`src/rtl/sd_dp_pkg.sv`:
```
package sd_dp_pkg;
  typedef enum logic [2:0] {
    ST_IDLE   = 3'd0,
    ST_WAIT_S = 3'd1,
    ST_SEND   = 3'd2,
    ST_BUSY   = 3'd3,
    ST_WAIT_R = 3'd4,
    ST_RECV   = 3'd5
  } dp_state_e;

  function automatic logic is_timed(input dp_state_e s);
    return (s == ST_WAIT_R) || (s == ST_BUSY);
  endfunction

  function automatic logic is_moving(input dp_state_e s);
    return (s == ST_SEND) || (s == ST_RECV);
  endfunction
endpackage

```
`src/rtl/dp_tmo_timer.sv`:
```
module dp_tmo_timer #(
  parameter int TMO_W = 32
) (
  input  logic             clk,
  input  logic             rst,
  input  logic             load,
  input  logic             run,
  input  logic [TMO_W-1:0] load_val,
  output logic             zero
);
  logic [TMO_W-1:0] cnt_q;

  always_ff @(posedge clk) begin
    if (rst)                      cnt_q <= '0;
    else if (load)                cnt_q <= load_val;
    else if (run && cnt_q != '0)  cnt_q <= cnt_q - 1'b1;
  end

  assign zero = (cnt_q == '0);


  tmr_countdown_chk: assert property (@(posedge clk) disable iff (rst)
    (!load && run && cnt_q != '0) |=> (cnt_q == $past(cnt_q) - 1'b1));


  tmr_hold_chk: assert property (@(posedge clk) disable iff (rst)
    (!load && !run) |=> $stable(cnt_q));
endmodule

```
`src/rtl/dp_byte_counter.sv`:
```
module dp_byte_counter #(
  parameter int LEN_W = 25
) (
  input  logic             clk,
  input  logic             rst,
  input  logic             load,
  input  logic [LEN_W-1:0] load_val,
  input  logic             take,
  output logic [LEN_W-1:0] cnt,
  output logic             is_one,
  output logic             nonzero
);
  logic [LEN_W-1:0] cnt_q;

  always_ff @(posedge clk) begin
    if (rst)        cnt_q <= '0;
    else if (load)  cnt_q <= load_val;
    else if (take)  cnt_q <= cnt_q - 1'b1;
  end

  assign cnt     = cnt_q;
  assign is_one  = (cnt_q == LEN_W'(1));
  assign nonzero = (cnt_q != '0);


  byte_dec_chk: assert property (@(posedge clk) disable iff (rst)
    (!load && take) |=> (cnt_q == $past(cnt_q) - 1'b1));


  byte_no_underflow_chk: assert property (@(posedge clk) disable iff (rst)
    take |-> nonzero);
endmodule

```
`src/rtl/dp_word_counter.sv`:
```
module dp_word_counter #(
  parameter int LEN_W = 25,
  localparam int WRD_W = LEN_W - 1
) (
  input  logic             clk,
  input  logic             rst,
  input  logic             load,
  input  logic [LEN_W-1:0] len,
  input  logic             take,
  input  logic             last,
  output logic [WRD_W-1:0] cnt
);
  logic [WRD_W-1:0] cnt_q;
  logic [1:0]       sub_q;
  logic [LEN_W:0]   len_up;
  logic             word_done;

  assign len_up    = {1'b0, len} + (LEN_W+1)'(3);
  assign word_done = take && (sub_q == 2'd3 || last);

  always_ff @(posedge clk) begin
    if (rst) begin
      cnt_q <= '0;
      sub_q <= '0;
    end else if (load) begin
      cnt_q <= len_up[LEN_W:2];
      sub_q <= '0;
    end else if (take) begin
      sub_q <= sub_q + 2'd1;
      if (word_done) cnt_q <= cnt_q - 1'b1;
    end
  end

  assign cnt = cnt_q;


  word_no_rise_chk: assert property (@(posedge clk) disable iff (rst)
    !load |=> (cnt_q <= $past(cnt_q)));


  word_last_empty_chk: assert property (@(posedge clk) disable iff (rst)
    (!load && take && last) |=> (cnt_q == '0));
endmodule

```
`src/rtl/dp_fsm.sv`:
```
module dp_fsm
  import sd_dp_pkg::*;
(
  input  logic      clk,
  input  logic      rst,
  input  logic      xfer_en,
  input  logic      dir_rx,
  input  logic      len_zero,
  input  logic      rx_start,
  input  logic      tx_go,
  input  logic      byte_stb,
  input  logic      card_busy,
  input  logic      xfer_err,
  input  logic      byte_nonzero,
  input  logic      byte_is_one,
  input  logic      tmr_zero,
  output dp_state_e state,
  output logic      load_xfer,
  output logic      byte_take,
  output logic      byte_last,
  output logic      tmr_load,
  output logic      tmr_run,
  output logic      dataend,
  output logic      dtimeout
);
  dp_state_e state_q, state_d;
  logic      end_d, tmo_d, end_q, tmo_q;

  assign byte_take = byte_stb && is_moving(state_q) && !xfer_err && byte_nonzero;
  assign byte_last = byte_take && byte_is_one;
  assign load_xfer = (state_q == ST_IDLE) && xfer_en;

  always_comb begin
    state_d = state_q;
    end_d   = 1'b0;
    tmo_d   = 1'b0;
    unique case (state_q)
      ST_IDLE: begin
        if (xfer_en) begin
          if (len_zero) end_d = 1'b1;
          else          state_d = dir_rx ? ST_WAIT_R : ST_WAIT_S;
        end
      end
      ST_WAIT_R: begin
        if (xfer_err)      state_d = ST_IDLE;
        else if (tmr_zero) begin state_d = ST_IDLE; tmo_d = 1'b1; end
        else if (rx_start) state_d = ST_RECV;
      end
      ST_WAIT_S: begin
        if (xfer_err)   state_d = ST_IDLE;
        else if (tx_go) state_d = ST_SEND;
      end
      ST_SEND: begin
        if (xfer_err)       state_d = ST_IDLE;
        else if (byte_last) state_d = ST_BUSY;
      end
      ST_RECV: begin
        if (xfer_err)       state_d = ST_IDLE;
        else if (byte_last) begin state_d = ST_IDLE; end_d = 1'b1; end
      end
      ST_BUSY: begin
        if (xfer_err)        state_d = ST_IDLE;
        else if (tmr_zero)   begin state_d = ST_IDLE; tmo_d = 1'b1; end
        else if (!card_busy) begin state_d = ST_IDLE; end_d = 1'b1; end
      end
      default: state_d = ST_IDLE;
    endcase
  end

  assign tmr_load = is_timed(state_d) && !is_timed(state_q);
  assign tmr_run  = is_timed(state_q);

  always_ff @(posedge clk) begin
    if (rst) begin
      state_q <= ST_IDLE;
      end_q   <= 1'b0;
      tmo_q   <= 1'b0;
    end else begin
      state_q <= state_d;
      end_q   <= end_d;
      tmo_q   <= tmo_d;
    end
  end

  assign state    = state_q;
  assign dataend  = end_q;
  assign dtimeout = tmo_q;


  pulse_excl_chk: assert property (@(posedge clk) disable iff (rst)
    !(end_q && tmo_q));


  tmo_source_chk: assert property (@(posedge clk) disable iff (rst)
    (is_timed(state_q) && !xfer_err && tmr_zero) |=> (tmo_q && state_q == ST_IDLE));


  idle_hold_chk: assert property (@(posedge clk) disable iff (rst)
    (state_q == ST_IDLE && !xfer_en) |=> (state_q == ST_IDLE));


  err_abort_chk: assert property (@(posedge clk) disable iff (rst)
    (state_q != ST_IDLE && xfer_err) |=> (state_q == ST_IDLE && !end_q && !tmo_q));
endmodule

```
`src/rtl/sd_datapath_ctrl.sv`:
```
module sd_datapath_ctrl #(
  parameter int LEN_W = 25,
  parameter int TMO_W = 32,
  localparam int WRD_W = LEN_W - 1
) (
  input  logic             clk,
  input  logic             rst,
  input  logic [LEN_W-1:0] cfg_len,
  input  logic [TMO_W-1:0] cfg_tmo,
  input  logic             cfg_dir_rx,
  input  logic             xfer_en,
  input  logic             rx_start,
  input  logic             tx_go,
  input  logic             byte_stb,
  input  logic             card_busy,
  input  logic             xfer_err,
  output logic [2:0]       state_o,
  output logic [LEN_W-1:0] byte_left_o,
  output logic [WRD_W-1:0] word_left_o,
  output logic             dataend_o,
  output logic             dtimeout_o
);
  import sd_dp_pkg::*;

  dp_state_e st;
  logic load_xfer, byte_take, byte_last, tmr_load, tmr_run, tmr_zero;
  logic byte_nz, byte_one;

  dp_fsm u_fsm (
    .clk(clk), .rst(rst), .xfer_en(xfer_en), .dir_rx(cfg_dir_rx),
    .len_zero(cfg_len == '0), .rx_start(rx_start), .tx_go(tx_go),
    .byte_stb(byte_stb), .card_busy(card_busy), .xfer_err(xfer_err),
    .byte_nonzero(byte_nz), .byte_is_one(byte_one), .tmr_zero(tmr_zero),
    .state(st), .load_xfer(load_xfer), .byte_take(byte_take),
    .byte_last(byte_last), .tmr_load(tmr_load), .tmr_run(tmr_run),
    .dataend(dataend_o), .dtimeout(dtimeout_o)
  );

  dp_tmo_timer #(.TMO_W(TMO_W)) u_tmr (
    .clk(clk), .rst(rst), .load(tmr_load), .run(tmr_run),
    .load_val(cfg_tmo), .zero(tmr_zero)
  );

  dp_byte_counter #(.LEN_W(LEN_W)) u_bytes (
    .clk(clk), .rst(rst), .load(load_xfer), .load_val(cfg_len),
    .take(byte_take), .cnt(byte_left_o), .is_one(byte_one), .nonzero(byte_nz)
  );

  dp_word_counter #(.LEN_W(LEN_W)) u_words (
    .clk(clk), .rst(rst), .load(load_xfer), .len(cfg_len),
    .take(byte_take), .last(byte_last), .cnt(word_left_o)
  );

  assign state_o = st;


  stb_ignored_chk: assert property (@(posedge clk) disable iff (rst)
    (!is_moving(st) && st != ST_IDLE) |=> $stable(byte_left_o) && $stable(word_left_o));


  recv_end_chk: assert property (@(posedge clk) disable iff (rst)
    (st == ST_RECV && byte_take && byte_left_o == LEN_W'(1)) |=> (dataend_o && st == ST_IDLE));
endmodule

```
`config.mk`:
```
export PLATFORM = sky130hd
export DESIGN_NAME = sd_datapath_ctrl
export DESIGN_NICKNAME = d
export VERILOG_FILES = /design/src/rtl/sd_dp_pkg.sv /design/src/rtl/dp_tmo_timer.sv /design/src/rtl/dp_byte_counter.sv /design/src/rtl/dp_word_counter.sv /design/src/rtl/dp_fsm.sv /design/src/rtl/sd_datapath_ctrl.sv
export SDC_FILE = /design/constraint.sdc
export NUM_CORES = 1
export LEC_CHECK = 0
export BUFFER_PORTS_ARGS = -buffer_cell sky130_fd_sc_hd__buf_2
export CORE_ASPECT_RATIO = 1.5
export CORE_MARGIN = 3
export CORE_UTILIZATION = 30
export CTS_CLUSTER_SIZE = 30
export DETAILED_ROUTE_END_ITERATION = 10
export PLACE_DENSITY_LB_ADDON = 0.12
export SETUP_SLACK_MARGIN = 0.3
export SYNTH_ARGS = -nofsm -noshare
export SYNTH_HDL_FRONTEND = slang
export SYNTH_SLANG_ARGS = --single-unit
```
`constraint.sdc`:
```
create_clock -name clk -period 3.3 [get_ports clk]
set_clock_uncertainty 0.1 [all_clocks]
set_input_delay 0.33 -clock clk [delete_from_list [all_inputs] [get_ports clk]]
set_output_delay 0.33 -clock clk [all_outputs]
set_load 0.02 [all_outputs]
```
# Yosys cells after proc, flatten, opt, wreduce, memory -nomap -nowiden
# Cells that the tools add are included.
[totals]
ff_bits = 88
output_inout_bits = 54
wordCells = 80
[classes]
add_sub_neg = 5
n_eq_ne = 9
muxes = 32
bitwise_logic = 1
reduce_logical = 26
[ops]
columns = ["cell", "count"]
rows = [
  ["$mux 24", 3],
  ["$mux 32", 2],
  ["$mux 25", 2],
  ["$mux 3", 15],
  ["$logic_not 32->1", 1],
  ["$reduce_bool 32->1", 1],
  ["$sub 32x1->32 const B", 1],
  ["$add 25x2->26 const B", 1],
  ["$eq 25x1->1 const B", 1],
  ["$logic_not 25->1", 1],
  ["$reduce_bool 25->1", 1],
  ["$sub 25x1->25 const B", 1],
  ["$sub 24x1->24 const B", 1],
  ["$pmux 3 s6", 1],
  ["$eq 3x2->1 const B", 3],
  ["$eq 3x3->1 const B", 3],
  ["$logic_and 1x1->1", 8],
  ["$mux 1", 8],
  ["$reduce_bool 2->1", 3],
  ["$logic_or 1x1->1", 4],
  ["$reduce_or 2->1", 2],
  ["$eq 3x1->1 const B", 1],
  ["$logic_not 3->1", 1],
  ["$pmux 1 s3", 1],
  ["6 further kinds", 7],
]

# Longest topological paths before layout
[logic_depth]
depth_word = 13
depth_mapped = 9
ltp_nobuf = 8

# Hierarchy
# Synthesis repeated with hierarchy kept, for this count alone.
[unflattened]
hier_cells = 670
hier_area_um2 = 5554.1
[modules_own_cells]
columns = ["mod", "instances", "cells_per_inst", "area_per_inst_um2", "seq_area_each_um2"]
rows = [
  ["dp_tmo_timer", 1, 233, 1993.2, 640.6],
  ["dp_word_counter", 1, 209, 1711.6, 520.5],
  ["dp_byte_counter", 1, 169, 1432.6, 500.5],
  ["dp_fsm", 1, 49, 361.6, 100.1],
  ["sd_datapath_ctrl", 1, 10, 55.1, 0.0],
]

# Least setup slack after synthesis
# No wires, ideal clock.
[synth_path]
path_kind = "reg2reg"
from = "register u_fsm.state_q[0] (netlist: u_fsm.state[0])"
to = "register u_words.cnt_q[22] (netlist: u_words.cnt[22])"
setup_ns = 0.091
arrival_ns = 2.310
required_ns = 3.109
slack_ns = 0.799
path_stages_with_launch = 9
n_path_buf = 2
path_cell_list = "dfxtp_1 -> buf_2 -> or3b_1 -> a21oi_2 -> o21a_1 -> buf_2 -> nand4_2 -> or4_1 -> a311oi_1"
[synth_via]
elab_chain_len = 10
elab_cells_between_ends = 15
classes_between = "eq/ne (2); mux (1); reduce/logical (12)"
[synth_lines]
columns = ["element", "line", "source"]
rows = [
  ["from (decl)", "dp_fsm.sv:26", "dp_state_e state_q, state_d;"],
  ["from (signal assigned)", "dp_fsm.sv:79", "state_q <= state_d;"],
  ["$eq 3x2->1 or $eq 3x3->1 (tied branches)", "sd_dp_pkg.sv:16", "return (s == ST_SEND) || (s == ST_RECV);"],
  ["$logic_or 1x1->1", "sd_dp_pkg.sv:16", ""],
  ["$logic_and 1x1->1 (3 in a row)", "dp_fsm.sv:29", "assign byte_take = byte_stb && is_moving(state_q) && !xfer_err && byte_nonzero;"],
  ["$logic_and 1x1->1", "dp_fsm.sv:30", "assign byte_last = byte_take && byte_is_one;"],
  ["$logic_or 1x1->1", "dp_word_counter.sv:19", "assign word_done = take && (sub_q == 2'd3 || last);"],
  ["$logic_and 1x1->1", "dp_word_counter.sv:19", ""],
  ["$reduce_bool 2->1 (no line)", "n/a", ""],
  ["$reduce_and 2->1 (no line)", "n/a", ""],
  ["to (signal assigned)", "dp_word_counter.sv:26", "cnt_q <= len_up[LEN_W:2];"],
  ["to (signal assigned)", "dp_word_counter.sv:30", "if (word_done) cnt_q <= cnt_q - 1'b1;"],
  ["to (decl)", "dp_word_counter.sv:13", "logic [WRD_W-1:0] cnt_q;"],
]
# Several ways; a longest one is shown, not always the timed one.
# A chain may end at the register's enable or synchronous reset.

# Worst setup path in the final report
[layout_path]
from = "register u_bytes.cnt_q[9] (netlist: u_bytes.cnt[9])"
to = "register u_words.cnt_q[20] (netlist: u_words.cnt[20])"
[layout_via]
elab_chain_len = 7
elab_cells_between_ends = 9
classes_between = "eq/ne (1); reduce/logical (8)"
[layout_lines]
columns = ["element", "line", "source"]
rows = [
  ["from (decl)", "dp_byte_counter.sv:13", "logic [LEN_W-1:0] cnt_q;"],
  ["from (signal assigned)", "dp_byte_counter.sv:17", "else if (load) cnt_q <= load_val;"],
  ["from (signal assigned)", "dp_byte_counter.sv:18", "else if (take) cnt_q <= cnt_q - 1'b1;"],
  ["$reduce_bool 25->1", "dp_byte_counter.sv:23", "assign nonzero = (cnt_q != '0);"],
  ["$logic_and 1x1->1", "dp_fsm.sv:29", ""],
  ["$logic_and 1x1->1", "dp_fsm.sv:30", ""],
  ["$logic_or 1x1->1", "dp_word_counter.sv:19", ""],
  ["$logic_and 1x1->1", "dp_word_counter.sv:19", ""],
  ["$reduce_bool 2->1 (no line)", "n/a", ""],
  ["$reduce_and 2->1 (no line) (*)", "n/a", ""],
]
# Every way passes the cells marked *; elsewhere a longest branch is shown, timed or not.

==> metrics <==
status=finished, final reports clean; Final Hold Vio Count=0; EDFF count, synth=0; largest delay contributor family on the critical path=simple AND/OR/NAND/NOR gates; Yosys cell types=70; H-tree levels=3; CTS sink count=88; first-pass GRT wire length=29300 um; sequential-to-total area share from yosys stat=32.5%; worst setup path category=flip-flop to flip-flop; Clock Pin Slew Worst Setup and Hold Paths=0.07 ns; R2R depth=6; Yosys top cell area share=32.5%; Routed WL per cell=18.3 um; Layout Cells excl Fill=1000; Synth Area per Inst=8.10 um^2; Clock Latency Late Sink=0.35 ns; worst-path maximum fanout=10; Worst-Margin Slew=0.845 ns; min Tclk post-route=2.72 ns; Cell Chain, Critical Path=nor4_1 > nand4_1 > o21bai_4 > nand4_2 > or4_1 > a311oi_1; DR DRC count=0; Leak Pwr=2.49 nW; row count=59; vias in the first global route=5627; Vias per Instance=5.57; setup TNS=0 ns; PortBufs=119; hold endpoint=u_tmr.cnt_q[12]; Critical Path AT=2.88 ns; n_diodes=0; TritonRoute pass-1 iters=4; ANT nets after route=0; die height=171 um; Placer Congestion=0.846; placed cell count=985; clock buffer count from CTS=9; min-delay src=cfg_tmo[12]; CP Buf/Inv Count=0; IO Count=120; Max-Slew Margin vs Limit=43.6%; Top Layer Used=met4; Total Routing Usage GR=18.6%; Post-synth top flop=dfxtp_1; CP startpoint=u_bytes.cnt[9]; Die W=116 um; Worst Hold Path Cells=3; initial antenna violation count=0; largest net degree at the start of global routing=52; Core Box Area=17600 um^2; WL final=18300 um; most common cell after layout, fill and taps aside=buf_2; final slew viol count=0; root buffer cell=clkbuf_16; GRT overflow=0; WHS=0.163 ns; Iter 0 DRT Violations=399; Initial Util=30.9%; Final Core Density=37.7%; #FFs+latches synth=88; most frequent cells in the layout=buf_2, dfxtp_1, nor2_1; dpl hpwl=13800 um; top cells by area in the synthesized netlist=dfxtp_1, nor2_1, xor2_1; CP endpoint kind=flip-flop; slowest CP cell=nor4_1; Cells after Synth=670; WL met2=9390 um; CP required=3.46 ns; Max Cap Violations=0; metal3 WL=896 um; CTS tree=built; YS warnings=0; post-synth top area cell=dfxtp_1; fillers=1862; r2r endpoint=u_words.cnt[20]; Critical Path Stages=6; die area=19800 um^2; Synthesized Nets=741; Hold WC Path Type=input pin to flip-flop; CTS Hold Buffers Added=0; Post-Syn Area=5420 um^2; share of layout cells above drive strength 1=23.0%; slowest stage delay, CP=0.54 ns; Met1 Routed Length=7470 um; NumNets Final=854; Pwr Density=465 nW/um^2; Peak Freq=368 MHz; layout overhead on the synthesized area=22.0%; Setup Viol. Count Final=0; Synth async-reset ratio=0%; CTS max path bufs=2; worst vdd ir=0.000188 V; Tcrit/Tclk final=82.4%; crit path launch type=flip-flop; RR Startpoint=u_bytes.cnt[9]; RSZ-0062 raised after global routing=no; Via Count=5574; register-to-register setup slack=0.58 ns
==> area by class of cell <==
| cell class | instances | area, um^2 | area share [%] |
|---|---|---|---|
| Clock buffer | 9 | 225 | 3.40 |
| Clock inverter | 6 | 61.3 | 0.927 |
| Inverter | 12 | 45.0 | 0.681 |
| Multi-Input combinational cell | 530 | 3480 | 52.5 |
| Sequential cell | 88 | 1760 | 26.6 |
| Tap cell | 213 | 267 | 4.03 |
| Timing Repair Buffer | 142 | 781 | 11.8 |
==> metal layers <==
| metal | up-vias | global-route usage (%) |
|---|---|---|
| met5 | - | 0 |
| met4 | 0 | 7.67 |
| met3 | 29 | 3.50 |
| met2 | 142 | 33.4 |
| met1 | 2611 | 21.4 |
| li1 | 2792 | - |
==> power breakdown <==
group / total, W / switching [W] / internal (W) / leakage, nW
sequential: 0.00126 / 0.000110 / 0.00115 / 0.725
clock: 0.00103 / 0.000450 / 0.000580 / 0.141
combinational: 0.000781 / 0.000481 / 0.000300 / 1.62
==> cells in the mapped netlist, drive strengths merged, types with 8 or more instances <==
cell	n
or3	21
or2	8
a21oi	32
nand3	23
nand4	21
a31oi	12
nor3	16
o211ai	11
nor4	25
o21ai	19
o311ai	8
nor2	80
a311oi	15
inv	12
buf	11
a211oi	32
clkbuf	29
nand2	41
or4	17
dfxtp	88
xor2	30
nand2b	8
xnor2	22
o31ai	8
==> cells by family after synthesis <==
kind of cell | synth area share, %
flip-flops | 32.5
buffers and inverters | 3.71
multiplexers | 0.369
AO/OA/AOI/OAI | 24.0
adder cells (fa/ha/maj) | 1.15
AND/OR/NAND/NOR | 29.9
XOR/XNOR | 8.40
==> flip-flops by register name (all words and copies together), names as in the netlist <==
name / cells
u_fsm.dataend: 1
u_words.cnt: 24
u_bytes.cnt: 25
u_words.sub_q: 2
u_tmr.cnt_q: 32
u_fsm.state: 3
u_fsm.dtimeout: 1
==> worst max path at each step <==
stage                 endpoint  slack (ns)
2_1_floorplan  u_words.cnt[22]        0.80
3_3_place_gp   u_words.cnt[20]        0.63
3_5_place_dp   u_words.cnt[20]        0.44
4_1_cts        u_words.cnt[20]        0.46
5_1_grt        u_words.cnt[20]        0.31
6_report       u_words.cnt[20]        0.58
==> worst register-to-register path, stage by stage, from the launching register on <==
cell,delay [ns]
dfxtp_1,0.35
nor4_1,0.54
nand4_1,0.32
o21bai_4,0.26
nand4_2,0.25
or4_1,0.53
a311oi_1,0.29
==> what timing repair did <==
| action | in CTS | in global routing |
|---|---|---|
| resized for setup | 0 | 1 |
| setup buffers | 0 | 0 |
| setup endpoints to repair | 0 | 3 |
==> through the flow <==
step | worst slack, ns | area, um^2 | power, W
after floorplan | 0.799 | 5420 | 0.00177
after global placement | 0.625 | 6330 | 0.00206
after detailed placement | 0.443 | 6330 | 0.00207
after CTS | 0.464 | 6620 | 0.00310
after global routing | 0.311 | 6620 | 0.00324
final | 0.580 | 6620 | 0.00307
No activity file was read; power rests on OpenSTA's default activity.
